## config.mk

```make
export PLATFORM = sky130hd
export DESIGN_NAME = ghist_recover
export DESIGN_NICKNAME = d
export VERILOG_FILES = /design/src/rtl/ghr_pkg.sv /design/src/rtl/ghr_snap_store.sv /design/src/rtl/ghr_thread.sv /design/src/rtl/ghist_recover.sv
export SDC_FILE = /design/constraint.sdc
export NUM_CORES = 1
export LEC_CHECK = 0
export ABC_AREA = 1
export BUFFER_PORTS_ARGS = -buffer_cell sky130_fd_sc_hd__buf_2
export CELL_PAD_IN_SITES_DETAIL_PLACEMENT = 0
export CELL_PAD_IN_SITES_GLOBAL_PLACEMENT = 1
export CORE_MARGIN = 10
export CORE_UTILIZATION = 44
export DETAILED_ROUTE_END_ITERATION = 8
export PLACE_DENSITY_LB_ADDON = 0.1
export SYNTH_ARGS = -nofsm -noshare
export SYNTH_HDL_FRONTEND = slang
export SYNTH_SLANG_ARGS = --single-unit
```

## constraint.sdc

```tcl
create_clock -name clk -period 2.85 [get_ports clk]
set_input_delay 0.285 -clock clk [delete_from_list [all_inputs] [get_ports clk]]
set_output_delay 0.285 -clock clk [all_outputs]
set_load 0.01 [all_outputs]
```

## src/rtl/ghr_pkg.sv

```systemverilog
package ghr_pkg;

    // Width of the word used for shift arithmetic; history widths must fit.
    localparam int unsigned GHR_WORD_W = 32;

    typedef logic [GHR_WORD_W-1:0] ghr_word_t;

    // Which update a thread register takes in a cycle.
    typedef enum logic [1:0] {
        UPD_HOLD    = 2'd0,
        UPD_SHIFT   = 2'd1,
        UPD_RESTORE = 2'd2,
        UPD_FIX     = 2'd3
    } ghr_upd_e;

    function automatic ghr_word_t ghr_mask(input int unsigned width);
        ghr_word_t m;
        if (width >= GHR_WORD_W) begin
            m = '1;
        end else begin
            m = (ghr_word_t'(1) << width) - ghr_word_t'(1);
        end
        return m;
    endfunction

    // Shift one direction bit in at the bottom and trim to width.
    function automatic ghr_word_t ghr_push(input ghr_word_t base,
                                           input logic      dir_bit,
                                           input int unsigned width);
        return ((base << 1) | ghr_word_t'(dir_bit)) & ghr_mask(width);
    endfunction

endpackage

```

## src/rtl/ghr_snap_store.sv

```systemverilog
module ghr_snap_store
    import ghr_pkg::*;
#(
    parameter int unsigned HIST_W = 13,
    parameter int unsigned TAG_W  = 4
) (
    input  logic              clk,
    input  logic              rst_n,
    input  logic              wr_en,
    input  logic [TAG_W-1:0]  wr_tag,
    input  logic [HIST_W-1:0] wr_data,
    input  logic              clr_en,
    input  logic [TAG_W-1:0]  clr_tag,
    input  logic [TAG_W-1:0]  rd_a_tag,
    output logic [HIST_W-1:0] rd_a_data,
    output logic              rd_a_valid,
    input  logic [TAG_W-1:0]  rd_b_tag,
    output logic [HIST_W-1:0] rd_b_data,
    output logic              rd_b_valid
);

    localparam int unsigned DEPTH = 1 << TAG_W;

    typedef struct packed {
        logic [DEPTH-1:0]             valid;
        logic [DEPTH-1:0][HIST_W-1:0] data;
    } store_t;

    store_t store_d, store_q;

    always_comb begin
        store_d = store_q;
        // Free first so that a same-tag write in this cycle wins.
        if (clr_en) begin
            store_d.valid[clr_tag] = 1'b0;
        end
        if (wr_en) begin
            store_d.valid[wr_tag] = 1'b1;
            store_d.data[wr_tag]  = wr_data;
        end
    end

    always_ff @(posedge clk) begin
        if (!rst_n) begin
            store_q <= '0;
        end else begin
            store_q <= store_d;
        end
    end

    assign rd_a_data  = store_q.data[rd_a_tag];
    assign rd_a_valid = store_q.valid[rd_a_tag];
    assign rd_b_data  = store_q.data[rd_b_tag];
    assign rd_b_valid = store_q.valid[rd_b_tag];

    // a written snapshot is held and marked valid in its slot.
    a_r3_snapshot_kept: assert property (@(posedge clk) disable iff (!rst_n)
        wr_en |=> (store_q.valid[$past(wr_tag)] &&
                   store_q.data[$past(wr_tag)] == $past(wr_data)));

    // a commit empties its slot unless a write lands on it together.
    a_r7_commit_frees: assert property (@(posedge clk) disable iff (!rst_n)
        (clr_en && !(wr_en && wr_tag == clr_tag)) |=> !store_q.valid[$past(clr_tag)]);

endmodule

```

## src/rtl/ghr_thread.sv

```systemverilog
module ghr_thread
    import ghr_pkg::*;
#(
    parameter int unsigned HIST_W = 13
) (
    input  logic              clk,
    input  logic              rst_n,
    input  logic              shift_en,
    input  logic              shift_bit,
    input  logic              restore_en,
    input  logic [HIST_W-1:0] restore_snap,
    input  logic              fix_en,
    input  logic [HIST_W-1:0] fix_snap,
    input  logic              fix_bit,
    output logic [HIST_W-1:0] hist_o
);

    typedef struct packed {
        logic [HIST_W-1:0] hist;
    } thread_state_t;

    thread_state_t st_d, st_q;
    ghr_upd_e      upd_sel;

    always_comb begin
        if (fix_en) begin
            upd_sel = UPD_FIX;
        end else if (restore_en) begin
            upd_sel = UPD_RESTORE;
        end else if (shift_en) begin
            upd_sel = UPD_SHIFT;
        end else begin
            upd_sel = UPD_HOLD;
        end

        st_d = st_q;
        case (upd_sel)
            UPD_FIX:     st_d.hist = HIST_W'(ghr_push(ghr_word_t'(fix_snap), fix_bit, HIST_W));
            UPD_RESTORE: st_d.hist = restore_snap;
            UPD_SHIFT:   st_d.hist = HIST_W'(ghr_push(ghr_word_t'(st_q.hist), shift_bit, HIST_W));
            default:     st_d.hist = st_q.hist;
        endcase
    end

    always_ff @(posedge clk) begin
        if (!rst_n) begin
            st_q <= '0;
        end else begin
            st_q <= st_d;
        end
    end

    assign hist_o = st_q.hist;

    // an uncontested shift moves the old low bits up and inserts the bit.
    a_r2_shift: assert property (@(posedge clk) disable iff (!rst_n)
        (shift_en && !restore_en && !fix_en) |=>
            hist_o == {$past(hist_o[HIST_W-2:0]), $past(shift_bit)});

    // a restore without a correction reloads the snapshot as is.
    a_r4_restore: assert property (@(posedge clk) disable iff (!rst_n)
        (restore_en && !fix_en) |=> hist_o == $past(restore_snap));

    // a correction wins and shifts the outcome onto the snapshot.
    a_r5_fix: assert property (@(posedge clk) disable iff (!rst_n)
        fix_en |=> hist_o == {$past(fix_snap[HIST_W-2:0]), $past(fix_bit)});

    // with no update strobe the history holds.
    a_r7_hold: assert property (@(posedge clk) disable iff (!rst_n)
        (!shift_en && !restore_en && !fix_en) |=> $stable(hist_o));

endmodule

```

## src/rtl/ghist_recover.sv

```systemverilog
module ghist_recover
    import ghr_pkg::*;
#(
    parameter int unsigned NUM_THREADS = 2,
    parameter int unsigned HIST_W      = 13,
    parameter int unsigned TAG_W       = 4,
    localparam int unsigned TID_W      = (NUM_THREADS > 1) ? $clog2(NUM_THREADS) : 1
) (
    input  logic                          clk,
    input  logic                          rst_n,
    input  logic                          pred_valid,
    input  logic [TID_W-1:0]              pred_thread,
    input  logic                          pred_taken,
    input  logic [TAG_W-1:0]              pred_tag,
    output logic [HIST_W-1:0]             pred_snap_o,
    input  logic                          restore_valid,
    input  logic [TID_W-1:0]              restore_thread,
    input  logic [TAG_W-1:0]              restore_tag,
    input  logic                          fix_valid,
    input  logic [TID_W-1:0]              fix_thread,
    input  logic [TAG_W-1:0]              fix_tag,
    input  logic                          fix_taken,
    input  logic                          commit_valid,
    input  logic [TAG_W-1:0]              commit_tag,
    output logic [NUM_THREADS*HIST_W-1:0] hist_o
);

    // Reject widths that the shift arithmetic cannot hold.
    if (HIST_W < 2 || HIST_W > GHR_WORD_W) begin : g_bad_width
        $error("ghist_recover: HIST_W must lie between 2 and the arithmetic word width");
    end

    logic [NUM_THREADS-1:0][HIST_W-1:0] hist_w;
    logic [HIST_W-1:0]                  rst_snap_w;
    logic [HIST_W-1:0]                  fix_snap_w;
    logic                               rst_hit_w;
    logic                               fix_hit_w;

    assign pred_snap_o = hist_w[pred_thread];

    ghr_snap_store #(
        .HIST_W (HIST_W),
        .TAG_W  (TAG_W)
    ) u_store (
        .clk        (clk),
        .rst_n      (rst_n),
        .wr_en      (pred_valid),
        .wr_tag     (pred_tag),
        .wr_data    (pred_snap_o),
        .clr_en     (commit_valid),
        .clr_tag    (commit_tag),
        .rd_a_tag   (restore_tag),
        .rd_a_data  (rst_snap_w),
        .rd_a_valid (rst_hit_w),
        .rd_b_tag   (fix_tag),
        .rd_b_data  (fix_snap_w),
        .rd_b_valid (fix_hit_w)
    );

    for (genvar t = 0; t < NUM_THREADS; t++) begin : g_thread
        logic shift_en_w, restore_en_w, fix_en_w;

        assign shift_en_w   = pred_valid && (pred_thread == TID_W'(t));
        assign restore_en_w = restore_valid && rst_hit_w && (restore_thread == TID_W'(t));
        assign fix_en_w     = fix_valid && fix_hit_w && (fix_thread == TID_W'(t));

        ghr_thread #(
            .HIST_W (HIST_W)
        ) u_thread (
            .clk          (clk),
            .rst_n        (rst_n),
            .shift_en     (shift_en_w),
            .shift_bit    (pred_taken),
            .restore_en   (restore_en_w),
            .restore_snap (rst_snap_w),
            .fix_en       (fix_en_w),
            .fix_snap     (fix_snap_w),
            .fix_bit      (fix_taken),
            .hist_o       (hist_w[t])
        );

        assign hist_o[t*HIST_W +: HIST_W] = hist_w[t];
    end

endmodule

```

==> results of run 1 <==
==> final timing paths <==
path | end | slack, ps | depth (start not counted)
max | g_thread[1].u_thread.hist_o[7] | 540 | 16
min | u_store.store_q[220] | 80 | 3
max reg2reg | g_thread[1].u_thread.hist_o[7] | 540 | 16
min reg2reg | register | 450 | 2
==> stage by stage <==
step,utilization (%),total power [uW]
2_1_floorplan,-,4760
3_3_place_gp,46.6,5400
3_5_place_dp,46.6,5420
4_1_cts,49.9,9350
5_1_grt,49.9,9660
6_report,49.9,9320
==> tightest hold or removal path: cells and delay by family <==
| family | cells | cell delay, ps |
|---|---|---|
| compound gates | 2 | 200 |
| buf+inv | 1 | 110 |
==> cells in the mapped netlist (all sizes together) <==
| master | n |
|---|---|
| a21oi | 340 |
| buf | 69 |
| clkbuf | 109 |
| clkinv | 2 |
| dfxtp | 250 |
| ha | 6 |
| inv | 181 |
| mux2 | 13 |
| nand2 | 338 |
| nand3 | 325 |
| nand3b | 1 |
| nor2 | 57 |
| nor3 | 3 |
| o211ai | 60 |
| o21ai | 301 |
| o31ai | 2 |
==> logic make-up after synthesis <==
group | after synthesis | synth area share, %
AO/OA/AOI/OAI | 703 | 27.2
adder cells (fa/ha/maj) | 6 | 0.556
buffers and inverters | 361 | 10.6
flip-flops | 250 | 37.1
multiplexers | 13 | 1.08
AND/OR/NAND/NOR | 724 | 23.4
==> power groups by stage <==
stage                     clock network, uW  logic (uW)  registers, uW
after floorplan                           0         983           3780
after global placement                    0        1600           3800
after detailed placement                  0        1620           3800
after CTS                              4000        1620           3720
after global routing                   4130        1790           3740
final                                  3960        1630           3730
==> cell type report <==
| cell class | instances | share of cell area [%] |
|---|---|---|
| Clock buffer | 42 | 5.71 |
| Clock inverter | 14 | 0.956 |
| Inverter | 183 | 4.53 |
| Multi-Input combinational cell | 1446 | 46.6 |
| Sequential cell | 250 | 33.0 |
| Tap cell | 396 | 3.26 |
| Timing Repair Buffer | 133 | 6.01 |
==> layer usage <==
layer / global-route usage [%] / up-vias
met3: 3.65 / 109
met5: 0 / -
li1: - / 6954
met4: 10.5 / 0
met2: 43.8 / 574
met1: 35.4 / 6776
==> impl_metrics.tcl, run 1 <==
set metrics [dict create \
    chipHeight_um 195 \
    worstMarginPinSlew_ps 964 \
    cts_root_buf "clkbuf_16" \
    wl_met3_mm 3.72 \
    dieWidth_um 195 \
    cp_top_family "simple AND/OR/NAND/NOR gates" \
    p_int_uw 6470 \
    drtIter0Drc 1421 \
    overflow 0 \
    vias 14400 \
    irDropWorstVdd_v 0.000422 \
    final_common_cell "a21oi_1" \
    final_area_sq_um 15200 \
    dr.max_layer_used "met4" \
    status "finished, final reports clean" \
    power_density_nw_per_um2 614 \
    cts_max_level 1 \
    grt_usage_pct 27.0 \
    power.share.sequential_pct 40.0 \
    n_antenna_cell 0 \
    synth_top_area_share_pct 37.1 \
    finalNonFillerCells 2464 \
    comb_power_share_pct 17.5 \
    cts_max_path_buffers 3 \
    drc_errors 0 \
    crit_arrival_ps 2750 \
    required_ps 3290 \
    seqCellArea_sq_um 5000 \
    first_pass_iters 6 \
    synth-seq-area-share_pct 37.1 \
    grt_max_degree 101 \
    cap_violations 0 \
    clock_sinks 250 \
    core_sq_um 30400 \
    antenna_found_initial 1 \
    start_util_pct 44.4 \
    antenna_left 0 \
    drive_gt1_share_pct 10.1 \
    p_sw_share_pct 30.6 \
    fill_cells 3186 \
    netlist_instances 2057 \
    synth.distinct_cells 22 \
    clk_latency_ps 560 \
    worst_slack_ps 536 \
    ys_ff_latch 250 \
    cpMaxStageDelayCell "dfxtp_1" \
    crit_buf_inv 4 \
    crit_path_frequent_cell "nand2_1" \
    gp_congestion 0.873 \
    rsz0062_at_grt "no" \
    synth_area_sq_um 13500 \
    fin_crit_ps 2310 \
    clock_power_share_pct 42.5 \
    io_pins 66 \
    wl_met2_mm 24.7 \
    worstPathCellList "inv_1, a21oi_1, o21ai_0, nand3_1, nand3_1, nand2_1, nand3_1, nand2_1, inv_1, ha_1, clkinv_1, buf_12, a21oi_1, nand2_1, nand2_1, a21oi_1" \
    clock.fmax_ghz 0.432 \
    wirelength_mm 53.3 \
    setup_violations 0 \
    period_share_pct 81.2 \
    pre_cts_slack_ps 444 \
    critPathMaxStageDelay_ps 340 \
    min_from "commit_tag[0]" \
    placed_area_sq_um 14200 \
    post_drt_wl_per_cell_um 21.6 \
    startpoint "u_store.store_q[221]" \
    via_per_inst 5.85 \
    synth_largest_area_cell "dfxtp_1" \
    startpoint_type "register" \
    maxSlewViolCount 0 \
    dpl.cell_count 2408 \
    grt_pass1_wl_mm 82.6 \
    synthTopCellsByArea "dfxtp_1 (37%), a21oi_1 (13%), nand3_1 (12%)" \
    maxSlewHeadroom_pct 35.8 \
    clkTransAtPathRegs_ps 60 \
    multiInputGateArea_sq_um 7070 \
    wl_met1_mm 22.7 \
    hold_viol 0 \
    final_cell_mix "a21oi_1 (340), nand2_1 (338), nand3_1 (325)" \
    cts_setup_buffers 0 \
    switchingPower_uw 2850 \
    std_cell_rows 64 \
    final.setup_skew_ps 9.78 \
    first_global_vias 13500 \
    cts_tree "yes" \
    area_growth_pct 12.5 \
    fin_nets 2077 \
    worstSetupPathType "register to register" \
    synth_fp_nets 2090 \
    cts_buffers 30 \
    hold_class "input port to register" \
    worstReg2RegStart "u_store.store_q[221]" \
    crit_path_end_kind "register" \
    cts_resized 0 \
    cp_max_fo 26 \
    syn_avg_cell_area_sq_um 6.56 \
    setup_tns_ps 0 \
    die_area_sq_um 38100 \
    holdWs_ps 83.2 \
    ys_warn_count 0 \
    portBuffers 65 \
    hold_buffers 0 \
    hpwl_mm 34.0 \
    power.leakage_uw 0.00578 \
]
Power figures use the tool's default switching activity.
==> inputs of run 2 (changes only) <==
- CORE_UTILIZATION: 44 -> 40
- clock period: 2.85 -> 2 ns (I/O delays scaled with it)
==> run 2 against run 1 <==
Compared with the run above: the run now ends with setup timing left; register-to-register slack got worse by 640 ps; clock skew increased by 8.9 ps; core utilization shrank 2.2 points; routed wire length increased by 3.9%; sequential cell count stayed put; cell count up 3.5%; critical path depth rose by 2; sequential share of layout area decreased by 1.6 points; first-iteration DRC count is 2.4% lower; critical path type unchanged; critical endpoint is now g_thread[1].u_thread.hist_o[12].
==> impl_metrics.tcl, run 2 (same netlist as run 1, synthesis figures left out) <==
set metrics [dict create \
    core_sq_um 33400 \
    portBuffers 65 \
    violations "setup timing" \
    vias 14400 \
    worstPathCellList "inv_1, nand2_1, o211ai_1, nand3_1, nand3_2, nand2_4, buf_6, nand3_4, nand2_2, nand2_2, inv_2, ha_4, inv_8, clkbuf_16, a21oi_1, nand2_1, nand2_1, a21oi_2" \
    maxSlewHeadroom_pct 36.8 \
    worst_slack_ps -106 \
    crit_arrival_ps 2570 \
    area_growth_pct 18.2 \
    worstMarginPinSlew_ps 948 \
    worstSetupPathType "register to register" \
    clkTransAtPathRegs_ps 60 \
    switchingPower_uw 4200 \
    clk_latency_ps 570 \
    power.share.sequential_pct 39.4 \
    cts_buffers 31 \
    cts_max_level 1 \
    irDropWorstVdd_v 0.000654 \
    status "finished, violations left" \
    maxSlewViolCount 0 \
    drc_errors 0 \
    placed_area_sq_um 14500 \
    p_sw_share_pct 31.2 \
    setup_violations 26 \
    crit_path_end_kind "register" \
    drtIter0Drc 1387 \
    rsz0062_at_grt "yes" \
    io_pins 66 \
    cts_root_buf "clkbuf_16" \
    period_share_pct 105 \
    power_density_nw_per_um2 845 \
    power_uw 13500 \
    fin_nets 2117 \
    comb_power_share_pct 20.1 \
    cpMaxStageDelayCell "dfxtp_1" \
    grt_pass1_wl_mm 84.7 \
    antenna_found_initial 2 \
    dieWidth_um 204 \
    power.leakage_uw 0.00605 \
    final_cell_mix "nand2_1 (329), a21oi_1 (321), nand3_1 (313)" \
    chipHeight_um 204 \
    cp_max_fo 6 \
    required_ps 2460 \
    drive_gt1_share_pct 14.0 \
    via_per_inst 5.65 \
    first_pass_iters 5 \
    clock.fmax_ghz 0.475 \
    cts_tree "yes" \
    final_area_sq_um 16000 \
    critPathMaxStageDelay_ps 320 \
    die_area_sq_um 41500 \
    first_global_vias 13600 \
    holdWs_ps 31.7 \
    cap_violations 0 \
    post_drt_wl_per_cell_um 21.7 \
    overflow 0 \
    n_antenna_cell 0 \
    antenna_left 0 \
    cts_max_path_buffers 3 \
    crit_path_frequent_cell "nand2_1" \
    final_common_cell "nand2_1" \
    startpoint_type "register" \
    dpl.cell_count 2486 \
    clock_power_share_pct 40.5 \
    hold_viol 0 \
    fin_crit_ps 2110 \
    finalNonFillerCells 2551 \
    gp_congestion 0.842 \
    clock_sinks 250 \
    p_int_uw 9270 \
    final.setup_skew_ps 18.7 \
    wirelength_mm 55.4 \
    start_util_pct 40.4 \
    grt_max_degree 85 \
    hold_class "input port to register" \
    grt_usage_pct 25.9 \
    std_cell_rows 67 \
    hpwl_mm 34.9 \
]
run 2: cell count changes in the layout (fill, tap and decap cells not counted), sizes merged:
cell | before | now
buf | 133 | 166
clkinv | 13 | 6
clkbuf | 42 | 48
dlygate4sd3 | 0 | 4
bufinv | 3 | 1
clkinvlp | 0 | 1
run 2: worst paths after layout:
check,slack [ps],start,cells after the start,endpoint
max,-110,u_store.store_q[219],18,g_thread[1].u_thread.hist_o[12]
min,30,commit_tag[1],3,u_store.store_q[221]
max reg2reg,-110,u_store.store_q[219],18,g_thread[1].u_thread.hist_o[12]
min reg2reg,450,register,2,register
run 2: stage by stage:
step	util [%]	setup WS, ps	TNS, ps
after floorplan	-	-64.8	-580
after global placement	43.4	-305	-6580
after detailed placement	43.4	-354	-7730
after CTS	47.2	-49.8	-690
after global routing	47.7	-263	-5810
final	47.7	-106	-1510
run 2: area by class of cell:
| class | instances | area, sq um |
|---|---|---|
| clock buffer | 46 | 912 |
| clock inverter | 6 | 57.6 |
| fill | 3464 | 17500 |
| inverter | 183 | 696 |
| multi-input combinational | 1446 | 7310 |
| sequential | 250 | 5010 |
| tap | 448 | 561 |
| timing repair buffer | 172 | 1410 |
run 2: power by group through the flow:
stage	clock, uW	combinational, uW	sequential (uW)
3_5_place_dp	0	2440	5400
2_1_floorplan	0	1460	5390
4_1_cts	5550	2600	5300
6_report	5460	2700	5310
3_3_place_gp	0	2430	5400
5_1_grt	5770	2930	5320
run 2: routing by layer:
metal	global-route usage [%]	vias to the layer above	wire length [um]
met2	43.2	507	26300
met1	34.4	6776	24100
met3	3.06	82	3460
met4	7.78	0	1500
met5	0	-	0
li1	-	7043	-
run 2: what timing repair did:
action                                  CTS  global route
pin swaps                                 8            16
resized for setup                        43            34
hold endpoints to repair                  3             0
buffers inserted                          3             1
endpoints found under the setup margin   31            29
cloned                                    3             2
hold buffers                              4             0
run 2: critical path, delay by kind of cell (launching register included):
family / cells / cell delay, ps
buf+inv: 5 / 460
fa+ha+maj: 1 / 290
simple gates: 9 / 690
flops: 1 / 320
compound gates: 3 / 260
==> inputs of run 3 (changes only) <==
- RECOVER_POWER: not set -> 25
==> run 3 against run 2 <==
Compared with the run above: global-route usage did not move; first-iteration DRC count fell by 8.2%; maximum frequency fell by 5.8%; clock-buffer cell count did not move; cell count barely moved; setup slack got worse by 130 ps; via count rose by 0.19%; sequential cell count did not move; the flow still finishes with violations (setup timing).
==> impl_metrics.tcl, run 3 (same netlist as run 1, synthesis figures left out) <==
set metrics [dict create \
    status "finished, violations left" \
    violations "setup timing" \
    antenna_left 0 \
    grt_max_degree 85 \
    top_usage_layer "met2" \
    via_per_inst 5.66 \
    first_global_vias 13600 \
    antenna_found_initial 1 \
    final_cell_mix "nand2_1 (329), a21oi_1 (321), nand3_1 (313)" \
    io_pins 66 \
    worstMarginPinSlew_ps 951 \
    worstSetupPathType "register to primary output" \
    area_growth_pct 18.2 \
    final.setup_skew_ps 17.3 \
    final_area_sq_um 15900 \
    dieWidth_um 204 \
    grt_pass1_wl_mm 84.7 \
    fin_crit_ps 2240 \
    cts_buffers 31 \
    period_share_pct 112 \
    cp_top_family "multiplexers" \
    holdWs_ps 28.5 \
    first_pass_iters 7 \
    cp_max_fo 17 \
    core_sq_um 33400 \
    grt_usage_pct 25.9 \
    power_density_nw_per_um2 845 \
    cap_violations 0 \
    cts_root_buf "clkbuf_16" \
    portBuffers 65 \
    use_met3_pct 3.06 \
    std_cell_rows 67 \
    setup_tns_ps -1730 \
    clk_latency_ps 570 \
    use_met1_pct 34.4 \
    die_area_sq_um 41500 \
    clock.fmax_ghz 0.447 \
    startpoint_type "register" \
    placed_area_sq_um 14500 \
    grtUsageMet2_pct 43.2 \
    clkTransAtPathRegs_ps 60 \
    clock_sinks 250 \
    required_ps 1800 \
    wirelength_mm 55.2 \
    drtIter0Drc 1273 \
    maxSlewHeadroom_pct 36.6 \
    maxSlewViolCount 0 \
    hold_viol 0 \
    critPathMaxStageDelay_ps 730 \
    cts_max_path_buffers 3 \
    fin_nets 2117 \
    hpwl_mm 34.9 \
    rsz0062_at_grt "yes" \
    worst_slack_ps -236 \
    setup_violations 28 \
    post_drt_wl_per_cell_um 21.6 \
    cts_max_level 1 \
    crit_buf_inv 1 \
    vias 14400 \
    crit_arrival_ps 2040 \
    start_util_pct 40.4 \
    cts_tree "yes" \
    hold_class "input port to register" \
    irDropWorstVdd_v 0.000653 \
    chipHeight_um 204 \
    power.leakage_uw 0.00604 \
    worstPathCellList "mux2_1, buf_2" \
    final_common_cell "nand2_1" \
    drc_errors 0 \
    power_uw 13500 \
    cpMaxStageDelayCell "mux2_1" \
    overflow 0 \
    drive_gt1_share_pct 13.9 \
    crit_path_end_kind "primary output" \
    gp_congestion 0.842 \
    post-route-util_pct 47.7 \
]
-- run 3: cell types whose count changed in the layout (fill, tap and decap cells not counted) --
cell      delta
buf_2        -1
clkbuf_1     +1
diode_2      +1
mux2_1       +2
mux2_4       -2
o21ai_0      +5
o21ai_1      -5
-- run 3: what timing repair did --
item                                   CTS  global route
setup buffers                            3             1
setup endpoints to repair               31            29
pin swaps                                8            16
endpoints found under the hold margin    3             0
gates cloned                             3             2
hold buffers                             4             0
resized for setup                       43            34
-- run 3: area by class of cell --
| cell class | count | area (sq um) |
|---|---|---|
| clock inverters | 6 | 57.6 |
| clock buffers | 46 | 912 |
| flip-flops and latches | 250 | 5010 |
| fillers | 3468 | 17500 |
| diodes | 1 | 2.50 |
| well taps | 448 | 561 |
| multi-input cells | 1446 | 7310 |
| inverters | 183 | 696 |
| repair buffers | 172 | 1400 |
-- run 3: routing by layer --
metal | vias up | wire [um]
li1 | 7046 | -
met1 | 6848 | 24200
met2 | 458 | 26300
met3 | 83 | 3120
met4 | 0 | 1550
met5 | - | 0
-- run 3: final timing paths --
path,start,end,slack [ps],cells past startpoint
worst max-delay path,g_thread[0].u_thread.hist_o[5],pred_snap_o[5],-240,2
worst min-delay path,commit_tag[1],u_store.store_q[221],30,3
worst max register to register,u_store.store_q[219],g_thread[1].u_thread.hist_o[12],-100,18
worst min register to register,register,register,450,2
-- run 3: power by group --
group / total (uW) / internal, uW / leakage, uW / switching, uW
registers: 5310 / 5150 / 0.00203 / 152
logic: 2700 / 885 / 0.00353 / 1810
clock network: 5470 / 3230 / 0.000478 / 2240
total: 13500 / 9270 / 0.00604 / 4200
-- run 3: stage by stage --
| stage | instances | worst slack, ps |
|---|---|---|
| global placement | 2486 | -305 |
| detailed placement | 2486 | -354 |
| global route | 2552 | -263 |
| floorplan | 2057 | -64.8 |
| finish | 2552 | -236 |
| CTS | 2548 | -49.8 |
-- run 3: tightest hold or removal path, cell delays in order --
cell and delay [ps]:
buf_2 140, o31ai_1 90, a21oi_1 110
